$ cat config.mk
export PLATFORM = sky130hd
export DESIGN_NAME = xrom_access_timer
export DESIGN_NICKNAME = d
export VERILOG_FILES = /design/src/rtl/xrom_pkg.sv /design/src/rtl/xrom_tmg_reg.sv /design/src/rtl/xrom_win_cnt.sv /design/src/rtl/xrom_access_timer.sv
export SDC_FILE = /design/constraint.sdc
export NUM_CORES = 1
export LEC_CHECK = 0
export ABC_AREA = 1
export ABC_CLOCK_PERIOD_IN_PS = 3950
export BUFFER_PORTS_ARGS = -buffer_cell sky130_fd_sc_hd__buf_2
export CORE_UTILIZATION = 51
export DETAILED_ROUTE_END_ITERATION = 16
export PLACE_DENSITY = 0.9
export REMOVE_ABC_BUFFERS = 1
export SLEW_MARGIN = 15
export SYNTH_ARGS = -nofsm -noshare
export SYNTH_HDL_FRONTEND = slang
export SYNTH_HIERARCHICAL = 1
export SYNTH_SLANG_ARGS = --single-unit
export TNS_END_PERCENT = 1
$ cat constraint.sdc
create_clock -name clk -period 3.95 [get_ports clk]
set_input_delay 0 -clock clk [delete_from_list [all_inputs] [get_ports clk]]
set_output_delay 0 -clock clk [all_outputs]
set_load 0.1 [all_outputs]
$ cat src/rtl/xrom_pkg.sv
package xrom_pkg;
   typedef enum logic {
      XS_IDLE = 1'b0,
      XS_ACT  = 1'b1
   } xs_e;
endpackage

$ cat src/rtl/xrom_tmg_reg.sv
module xrom_tmg_reg #(
   parameter int             TMG_W   = 4,
   parameter logic [TMG_W-1:0] TMG_RST = 4'b1001
) (
   input  logic             clk,
   input  logic             rst_n,
   input  logic             stop,
   input  logic             we,
   input  logic [TMG_W-1:0] wd,
   output logic [TMG_W-1:0] q
);
   // Only hard reset loads the default; soft reset is not an input here.
   always_ff @(posedge clk or negedge rst_n) begin
      if (!rst_n)          q <= TMG_RST;
      else if (we && stop) q <= wd;
   end
endmodule

$ cat src/rtl/xrom_win_cnt.sv
module xrom_win_cnt #(
   parameter int TMG_W  = 4,
   parameter bit FAC_EN = 1'b1,
   localparam int CNT_W = TMG_W + 1
) (
   input  logic             clk,
   input  logic             rst_n,
   input  logic             clr,
   input  logic             load,
   input  logic [TMG_W-1:0] tmg,
   input  logic             fac,
   output logic             last
);
   logic [CNT_W-1:0] base;
   logic [CNT_W-1:0] len;
   logic [CNT_W-1:0] cnt;

   assign base = (tmg == '0) ? CNT_W'(1) : {1'b0, tmg};

   generate
      if (FAC_EN) begin : g_fac
         assign len = fac ? (base << 1) : base;
      end else begin : g_nofac
         logic unused_fac;
         assign unused_fac = fac;
         assign len = base;
      end
   endgenerate

   always_ff @(posedge clk or negedge rst_n) begin
      if (!rst_n)          cnt <= '0;
      else if (clr)        cnt <= '0;
      else if (load)       cnt <= len;
      else if (cnt != '0)  cnt <= cnt - CNT_W'(1);
   end

   assign last = (cnt == CNT_W'(1));
endmodule

$ cat src/rtl/xrom_access_timer.sv
module xrom_access_timer
   import xrom_pkg::*;
#(
   parameter int               AW      = 8,
   parameter int               DW      = 8,
   parameter int               TMG_W   = 4,
   parameter logic [TMG_W-1:0] TMG_RST = 4'b1001,
   parameter bit               FAC_EN  = 1'b1
) (
   input  logic             clk,
   input  logic             rst_n,
   input  logic             soft_rst,
   input  logic             stop,
   input  logic             tmg_we,
   input  logic [TMG_W-1:0] tmg_wd,
   output logic [TMG_W-1:0] tmg_rd,
   input  logic             clk_fac,
   input  logic             req,
   input  logic             req_wr,
   input  logic [AW-1:0]    req_addr,
   input  logic [DW-1:0]    req_wdata,
   output logic [AW-1:0]    xb_addr,
   output logic [DW-1:0]    xb_dout,
   output logic             xb_dout_en,
   input  logic [DW-1:0]    xb_din,
   output logic             xb_rd,
   output logic             xb_wr,
   output logic             done,
   output logic [DW-1:0]    rdata
);
   generate
      if (TMG_W < 2 || TMG_W > 8) begin : g_bad_tmg
         $error("xrom_access_timer: TMG_W out of range");
      end
      if (AW < 1 || DW < 1) begin : g_bad_bus
         $error("xrom_access_timer: bus widths must be positive");
      end
   endgenerate

   xs_e           st;
   logic          lat_wr;
   logic [AW-1:0] lat_addr;
   logic [DW-1:0] lat_wdata;
   logic          accept;
   logic          last;

   assign accept = (st == XS_IDLE) && req && !soft_rst;

   xrom_tmg_reg #(.TMG_W(TMG_W), .TMG_RST(TMG_RST)) u_tmg (
      .clk   (clk),
      .rst_n (rst_n),
      .stop  (stop),
      .we    (tmg_we),
      .wd    (tmg_wd),
      .q     (tmg_rd)
   );

   xrom_win_cnt #(.TMG_W(TMG_W), .FAC_EN(FAC_EN)) u_cnt (
      .clk   (clk),
      .rst_n (rst_n),
      .clr   (soft_rst),
      .load  (accept),
      .tmg   (tmg_rd),
      .fac   (clk_fac),
      .last  (last)
   );

   always_ff @(posedge clk or negedge rst_n) begin
      if (!rst_n) begin
         st        <= XS_IDLE;
         lat_wr    <= 1'b0;
         lat_addr  <= '0;
         lat_wdata <= '0;
         rdata     <= '0;
         done      <= 1'b0;
      end else if (soft_rst) begin
         st   <= XS_IDLE;
         done <= 1'b0;
      end else begin
         done <= 1'b0;
         case (st)
            XS_IDLE: if (accept) begin
               lat_wr    <= req_wr;
               lat_addr  <= req_addr;
               lat_wdata <= req_wdata;
               st        <= XS_ACT;
            end
            XS_ACT: if (last) begin
               if (!lat_wr) rdata <= xb_din;
               done <= 1'b1;
               st   <= XS_IDLE;
            end
            default: st <= XS_IDLE;
         endcase
      end
   end

   assign xb_rd      = (st == XS_ACT) && !lat_wr;
   assign xb_wr      = (st == XS_ACT) && lat_wr;
   assign xb_dout_en = xb_wr;
   assign xb_addr    = lat_addr;
   assign xb_dout    = lat_wdata;
endmodule

==> impl_metrics.yaml, run 1 <==
global_route:
  grtUsageTotal: 0.306
  grt_pass1_wl_um: 7870
  grt_max_degree: 37
  grt-ovfl-total: 0
  grt_pass1_vias: 1779
  antenna_found_initial: 0
critical_path:
  worstSetupEndpointType: "flip-flop"
  required_ps: 4200
  r2r_slack_ps: 2210
  rr_endpoint: "u_cnt/cnt[1]"
  startpoint_type: "flip-flop"
  cp_max_fo: 19
  cp-startpoint: "st"
  cp_data_arrival_time_ps: 1990
  crit_type: "flip-flop to flip-flop"
  r2r_start: "st"
  r2r_cells: 8
drt:
  drc: 0
  drt_iter0_drc: 120
  drt_first_pass_iters: 4
  postRouteAntennaNets: 0
  viasPerCell: 5.12
  avgRoutedWirePerCell_um: 13.6
  routed_wl_um: 4850
  vias: 1823
cells_and_area:
  nNetsFinal: 349
  finish.instance_area_um2: 2530
  layout-drive-gt1-share: 0.308
  areaGrowthSynthToFinish_pct: 47.7
  diodes: 0
clock_network:
  htree_levels: 2
  cts_hold_buf: 39
  cts_buffer_depth: 2
  postCtsSetupBuffers: 0
  cts_sinks: 36
  clk_latency_ps: 350
  cts_root_buf: "clkbuf_4"
  cts_made_buffers: 5
  clk_pin_slew_worst_paths_ps: 110
  cts_tree: "yes"
  cts-resized-gates: 0
place:
  port-buffer-count: 67
  post_dp_cell_area_um2: 2060
  hpwlAfterDp_um: 2570
  globalplace.congestion: 0.848
sta:
  finClkSkew_ps: 3.99
  rsz0062_at_grt: "false"
  clock.fmax_ghz: 0.575
  slew_headroom: 0.491
  final-hold-violation-count: 0
  setup_tns_ps: 0
  setup_viol: 0
  worst_pin_slew_ps: 763
  finalCritPeriodShare: 0.440
  slew_violations: 0
  period_needed_ps: 1740
  whs_ps: 47.2
yosys:
  yosysSeqAreaShare: 0.527
  synth_compound_area_frac: 0.0175
  syn_inst: 204
  synthDistinctLibCells: 20
  synth_xor_area_frac: 0
  ys_ff_latch: 36
  synthSimpleGateAreaFrac: 0.380
  ys_warn_count: 6
  synth.area.mux_share: 0
  synth_top_family_by_area: "simple AND/OR/NAND/NOR gates"
  synth.avg_cell_area_um2: 8.40
  syn_area_um2: 1710
  synth_adder_area_share: 0.0146
floorplanning:
  die_w_um: 60.0
  ioPinCount: 68
  die_area_um2: 3590
  die_h_um: 60.0
  initial_utilization: 0.548
  rows: 20
  core_area_um2: 3130
power_and_ir_drop:
  comb_power_share: 0.575
  swShare: 0.572
  power_density_nw_per_um2: 751
  p_switching_mw: 1.09
  clockPowerShare: 0.138
  cell_internal_pwr_mw: 0.814
  p_leak_nw: 1.41
  ir_drop_uv: 497
  power_frac_seq: 0.287
run_status:
  status: "finished, final reports clean"
worst_hold_path:
  min_path_cells: 5
  worstHoldEndpoint: "u_cnt/cnt[4]"
  min-delay-start: "clk_fac"
  hold_path.class: "input pin to flip-flop"
run:
  drv_cap: 0
==> logic make-up after synthesis <==
group / after synthesis
AOI/OAI and AO/OA: 6
adders and majority gates: 2
buffers and inverters: 22
DFF: 36
and+or+nand+nor: 138
==> how the worst max path moves through the flow <==
stage / end / slack [ps] / depth (start not counted)
6_report: u_cnt/cnt[1] / 2210 / 8
5_1_grt: u_cnt/cnt[1] / 2080 / 8
4_1_cts: u_cnt/cnt[2] / 2280 / 9
3_5_place_dp: u_cnt/cnt[2] / 2300 / 9
3_3_place_gp: u_cnt/cnt[4] / 2380 / 9
2_1_floorplan: xb_rd / 2170 / 2
==> area by class of cell <==
| cell class | instances | area, um2 |
|---|---|---|
| clock buffer | 5 | 37.5 |
| multi-input combinational | 146 | 706 |
| fill | 182 | 598 |
| inverter | 16 | 60.1 |
| timing repair buffer | 106 | 726 |
| tap | 44 | 55.1 |
| sequential | 36 | 903 |
| clock inverter | 3 | 42.5 |
==> through the flow <==
step / total power [mW] / setup WS, ps / instances / utilization
5_1_grt: 1.99 / 2080 / 356 / 0.809
3_3_place_gp: 1.58 / 2380 / 309 / 0.658
6_report: 1.90 / 2210 / 356 / 0.809
3_5_place_dp: 1.59 / 2300 / 309 / 0.658
4_1_cts: 1.88 / 2280 / 356 / 0.809
2_1_floorplan: 1.42 / 2170 / 198 / -
==> synthesized netlist by cell type <==
cell type	n	area (um2)
nand2_1	86	323
inv_1	8	30.0
buf_6	1	11.3
nand4_1	17	106
nand3_1	18	90.1
buf_4	3	22.5
nor2_2	5	31.3
buf_2	2	10.0
dfstp_2	2	52.6
nor2_4	2	22.5
dfrtp_1	34	851
nor2_1	5	18.8
a21oi_1	3	15.0
ha_1	2	25.0
inv_2	7	26.3
nand2_4	1	11.3
nand3_4	2	35.0
clkinv_1	1	3.75
nand2_2	2	12.5
o21ai_0	3	15.0
==> per-layer routing <==
layer	up-vias	GRT usage	share of wire
met5	-	0	0
met4	0	0.133	0.024
met3	14	0.0671	0.054
met2	90	0.540	0.53
met1	846	0.357	0.40
li1	873	-	-
==> power by group through the flow <==
| stage | sequential [mW] | clock, mW | combinational [mW] |
|---|---|---|---|
| finish | 0.545 | 0.263 | 1.09 |
| global route | 0.558 | 0.282 | 1.15 |
| CTS | 0.541 | 0.260 | 1.08 |
| detailed placement | 0.546 | 0 | 1.05 |
| global placement | 0.545 | 0 | 1.04 |
| floorplan | 1.13 | 0 | 0.288 |
==> placed cells by master (no fill, tap or decap), types with 2 or more instances in the layout <==
master / Yosys / final
nor2_4: 2 / 2
nor2_2: 5 / 5
nand2_2: 2 / 2
dfstp_2: 2 / 2
buf_2: 2 / 67
dfrtp_1: 34 / 34
inv_2: 7 / 7
nand3_4: 2 / 2
nand3_1: 18 / 18
a21oi_1: 3 / 3
inv_1: 8 / 8
nor2_1: 5 / 5
nand2_1: 86 / 86
nand4_1: 17 / 17
ha_1: 2 / 2
clkbuf_4: 0 / 5
o21ai_0: 3 / 3
dlygate4sd3_1: 0 / 39
==> flip-flops by register name (all words and copies together), names as in the netlist <==
name       flops
u_tmg/q        4
u_cnt/cnt      5
xb_dout        8
done           1
lat_wr         1
st             1
rdata          8
xb_addr        8
==> critical path: stages (launching register included) <==
cell     delay (ps)
dfrtp_1         430
inv_2           270
nand3_4         260
inv_1           190
inv_2           100
a21oi_1         150
nand2_1          90
nand3_1          90
nand2_1          60
Power figures use the tool's default switching activity.
==> run 2: changes to the inputs <==
Settings changed: ABC_CLOCK_PERIOD_IN_PS 3950 to 1600, CORE_UTILIZATION 51 to 48, PLACE_DENSITY 0.9 to 0.86.
Clock period 3.95 ns to 1.6 ns, I/O delays scaled along.
==> run 2 against run 1 <==
Net effect:
- die area up 6.0%
- largest power group unchanged
- clock skew grew 1.2 ps
- setup slack got worse by 2100 ps
- via count down 0.77%
- utilization down 6.0 points
- first-iteration DRC count down 33%
- clock-buffer cell count stayed put
- largest cell class unchanged
- combinational power rose by 150%
- non-clock buffer count grew 3
==> impl_metrics.yaml, run 2 (same netlist as run 1, synthesis figures left out) <==
sta:
  rsz0062_at_grt: "false"
  slew_violations: 0
  finalCritPeriodShare: 0.912
  whs_ps: 36.9
  setup_tns_ps: 0
  period_needed_ps: 1460
  finClkSkew_ps: 5.21
  slew_headroom: 0.481
  final-hold-violation-count: 0
  worst_pin_slew_ps: 779
  clock.fmax_ghz: 0.685
  setup_viol: 0
power_and_ir_drop:
  power_density_nw_per_um2: 1780
  power_frac_seq: 0.298
  clockPowerShare: 0.106
  swShare: 0.588
  ir_drop_uv: 991
  cell_internal_pwr_mw: 1.86
  comb_power_share: 0.596
  p_leak_nw: 1.42
  p_switching_mw: 2.66
global_route:
  antenna_found_initial: 0
  grtUsageTotal: 0.257
  grt-ovfl-total: 0
  grt_pass1_vias: 1680
  grt_pass1_wl_um: 7010
  grt_max_degree: 37
critical_path:
  r2r_slack_ps: 140
  required_ps: 1840
  r2r_start: "u_cnt/cnt[1]"
  cp_data_arrival_time_ps: 1700
  crit_type: "flip-flop to flip-flop"
  rr_endpoint: "rdata[7]"
  cp_max_fo: 9
  startpoint_type: "flip-flop"
  worstSetupEndpoint: "rdata[7]"
  worstSetupEndpointType: "flip-flop"
  cp-startpoint: "u_cnt/cnt[1]"
  r2r_cells: 9
clock_network:
  clk_latency_ps: 340
  clk_pin_slew_worst_paths_ps: 110
  postCtsSetupBuffers: 0
  cts_root_buf: "clkbuf_4"
  cts_sinks: 36
  htree_levels: 2
  cts_made_buffers: 5
  cts_tree: "yes"
  cts_buffer_depth: 2
drt:
  wl_met3_um: 231
  met1_length_um: 1830
  wl_met2_um: 2270
  avgRoutedWirePerCell_um: 12.4
  highest_layer: "met4"
  postRouteAntennaNets: 0
  drt_iter0_drc: 81
  viasPerCell: 5.01
  drt_first_pass_iters: 4
  routed_wl_um: 4460
  drc: 0
  vias: 1809
cells_and_area:
  layout.cells.non_filler: 361
  nNetsFinal: 352
  finish.instance_area_um2: 2540
  final_core_util: 0.749
  fill_cells: 235
  areaGrowthSynthToFinish_pct: 48.2
  layout-drive-gt1-share: 0.314
  final_cell_mix: "nand2_1 (86), buf_2 (66), dlygate4sd3_1 (37)"
  diodes: 0
  final_common_cell: "nand2_1"
worst_hold_path:
  hold_path.class: "input pin to flip-flop"
floorplanning:
  core_area_um2: 3390
  die_area_um2: 3810
  rows: 21
  die_w_um: 61.7
  die_h_um: 61.7
  initial_utilization: 0.505
  ioPinCount: 68
place:
  port-buffer-count: 67
  globalplace.congestion: 0.775
  post_dp_cell_area_um2: 2080
  dp_cells: 314
  hpwlAfterDp_um: 2640
run_status:
  status: "finished, final reports clean"
run:
  drv_cap: 0
==> run 2: changes by cell type in the layout (fill, tap and decap cells not counted) <==
| cell | previous run | this run |
|---|---|---|
| clkinv_4 | 0 | 1 |
| clkinvlp_4 | 1 | 0 |
| buf_4 | 0 | 4 |
| dlymetal6s4s_1 | 0 | 2 |
| buf_2 | 67 | 66 |
| bufinv_16 | 1 | 0 |
| dlygate4sd3_1 | 39 | 37 |
| clkinv_2 | 1 | 2 |
==> run 2: layout make-up <==
cell class	instances	area [um2]	share of cell area
Multi-Input combinational cell	146	706	0.278
Clock inverter	3	18.8	0.00739
Inverter	16	60.1	0.0237
Tap cell	46	57.6	0.0227
Clock buffer	5	37.5	0.0148
Timing Repair Buffer	109	756	0.298
Sequential cell	36	903	0.356
==> run 2: layer usage <==
metal | GRT usage | vias up
met3 | 0.0580 | 17
met4 | 0.127 | 0
li1 | - | 879
met1 | 0.291 | 827
met5 | 0 | -
met2 | 0.456 | 86
==> run 2: how the worst min path moves through the flow <==
stage / cells after the start / start / to / slack, ps
2_1_floorplan: 0 / rst_n / done / -300
3_3_place_gp: 1 / rst_n / u_cnt/cnt[3] / 120
3_5_place_dp: 1 / rst_n / u_cnt/cnt[3] / 120
4_1_cts: 5 / clk_fac / u_cnt/cnt[1] / 20
5_1_grt: 5 / clk_fac / u_cnt/cnt[1] / 60
6_report: 5 / clk_fac / u_cnt/cnt[1] / 40
==> run 2: power by group through the flow <==
stage / combinational, mW / sequential [mW] / clock, mW
finish: 2.70 / 1.35 / 0.480
global route: 2.86 / 1.38 / 0.534
CTS: 2.68 / 1.34 / 0.496
detailed placement: 2.59 / 1.36 / 0
global placement: 2.55 / 1.35 / 0
floorplan: 0.711 / 2.79 / 0
==> run 2: timing repair <==
action                                  in CTS  in global routing
hold buffers                                40                  0
gates resized for setup                      1                  2
hold endpoints to repair                    64                  0
endpoints found under the setup margin       1                  3
==> run 2: critical path, cell delays in order, from the launching register on <==
cell and delay, ps:
dfrtp_1 400, inv_1 120, ha_1 160, nand2_1 50
nor2_1 140, nand2_1 100, inv_2 150, nand2_4 100
nand2_1 90, nand2_1 60
==> run 2: through the flow <==
step | worst slack [ps] | power (mW)
after detailed placement | 196 | 3.95
after CTS | 18.2 | 4.52
after floorplan | -179 | 3.50
final | 141 | 4.52
after global placement | 280 | 3.90
after global routing | 18.0 | 4.77
==> run 3: changes to the inputs <==
Settings changed: ABC_CLOCK_PERIOD_IN_PS 1600 to 1550, CAP_MARGIN set to 20.
Clock period 1.6 ns to 1.55 ns, I/O delays scaled along.
==> run 3 against run 2 <==
Net effect:
- cell count shrank 0.55%
- power grew 3.0%
- clock skew shrank 1.6 ps
- critical path depth is the same
- setup slack lost 28 ps
- combinational power grew 3%
- via count shrank 2.7%
- routed wire length shrank 1.5%
- fmax grew 1.6%
- worst hold slack gained 4.7 ps
- die area is the same
- sequential power grew 3%
- highest routed layer unchanged
==> impl_metrics.yaml, run 3 (same netlist as run 1, synthesis figures left out) <==
drt:
  drt_first_pass_iters: 4
  drt_iter0_drc: 75
  avgRoutedWirePerCell_um: 12.2
  postRouteAntennaNets: 0
  routed_wl_um: 4400
  viasPerCell: 4.90
  drc: 0
  vias: 1760
power_and_ir_drop:
  p_leak_nw: 1.40
  comb_power_share: 0.596
  power_frac_seq: 0.298
  clockPowerShare: 0.106
  cell_internal_pwr_mw: 1.92
  power_density_nw_per_um2: 1850
  p_switching_mw: 2.74
  ir_drop_uv: 1020
  p_total_mw: 4.66
  swShare: 0.588
critical_path:
  r2r_cells: 9
  crit_type: "flip-flop to flip-flop"
  required_ps: 1780
  cp_max_fo: 9
  startpoint_type: "flip-flop"
  worstSetupEndpointType: "flip-flop"
  cp_data_arrival_time_ps: 1670
sta:
  worst_pin_slew_ps: 762
  setup_slack_ps: 113
  finClkSkew_ps: 3.62
  period_needed_ps: 1440
  setup_tns_ps: 0
  final-hold-violation-count: 0
  rsz0062_at_grt: "false"
  slew_headroom: 0.492
  finalCritPeriodShare: 0.927
  clock.fmax_ghz: 0.696
  setup_viol: 0
  slew_violations: 0
cells_and_area:
  final_cell_mix: "nand2_1 (86), buf_2 (66), dlygate4sd3_1 (37)"
  layout-drive-gt1-share: 0.316
  final_common_cell: "nand2_1"
  nNetsFinal: 350
  diodes: 0
  finish.instance_area_um2: 2520
  layout.cells.non_filler: 359
  areaGrowthSynthToFinish_pct: 47.1
worst_hold_path:
  min_path_cells: 5
  hold_path.class: "input pin to flip-flop"
clock_network:
  cts_made_buffers: 5
  cts_buffer_depth: 2
  clk_pin_slew_worst_paths_ps: 110
  clk_latency_ps: 330
  cts_root_buf: "clkbuf_4"
  htree_levels: 2
  cts_tree: "yes"
  cts_sinks: 36
global_route:
  antenna_found_initial: 0
  grt_pass1_vias: 1642
  grtUsageTotal: 0.249
  grt_pass1_wl_um: 6820
  grt_max_degree: 37
  grt-ovfl-total: 0
floorplanning:
  die_w_um: 61.7
  ioPinCount: 68
  rows: 21
  die_h_um: 61.7
  die_area_um2: 3810
  core_area_um2: 3390
  initial_utilization: 0.505
run_status:
  status: "finished, final reports clean"
run:
  drv_cap: 0
place:
  post_dp_cell_area_um2: 2080
  globalplace.congestion: 0.775
  port-buffer-count: 67
  dp_cells: 314
  hpwlAfterDp_um: 2640
  dp_slack_ps: 146
run 3: cell count changes in the layout (fill, tap and decap cells not counted), sizes merged:
cell          before  now
dlymetal6s4s       2    0
run 3: per-stage QoR:
step	hold WS [ps]	utilization
3_5_place_dp	124	0.615
3_3_place_gp	121	0.615
6_report	41.5	0.743
4_1_cts	19.2	0.742
2_1_floorplan	-296	-
5_1_grt	57.5	0.743
run 3: what timing repair did:
| action | in CTS | in global routing |
|---|---|---|
| buffers inserted | 0 | 0 |
| endpoints found under the setup margin | 1 | 2 |
| hold buffers | 37 | 0 |
| gates resized for setup | 1 | 2 |
| hold endpoints to repair | 64 | 0 |
run 3: worst paths after layout:
check	from	end	slack [ps]
max	u_cnt/cnt[1]	rdata[7]	110
min	clk_fac	u_cnt/cnt[1]	40
min in group asynchronous	rst_n	u_cnt/cnt[3]	260
max reg2reg	u_cnt/cnt[1]	rdata[7]	110
min reg2reg	xb_addr[2]	xb_addr[2]	480
max in group asynchronous	rst_n	xb_dout[3]	800
run 3: power groups by stage:
stage	clock network [mW]	logic, mW	registers (mW)
3_3_place_gp	0	2.63	1.40
6_report	0.495	2.78	1.39
3_5_place_dp	0	2.67	1.40
5_1_grt	0.555	2.94	1.42
2_1_floorplan	0	0.734	2.88
4_1_cts	0.512	2.75	1.39
run 3: worst max-delay path, stage by stage (launching register included):
cell	delay [ps]
dfrtp_1	390
inv_1	120
ha_1	160
nand2_1	50
nor2_1	140
nand2_1	130
inv_4	130
nand2_4	90
nand2_1	90
nand2_1	60
run 3: cell type report:
class	instances	area, um2
fillers	245	870
repair buffers	107	734
well taps	46	57.6
clock inverters	3	18.8
flip-flops and latches	36	903
clock buffers	5	37.5
multi-input cells	146	706
inverters	16	62.6
run 3: per-layer routing:
metal  wire, um  vias up  part of all wire  track usage
met5          0        -                 0            0
met4         98        0             0.022        0.127
met3        189       12             0.043       0.0580
met2       2270       64              0.52        0.439
met1       1840      807              0.42        0.282
li1           -      877                 -            -
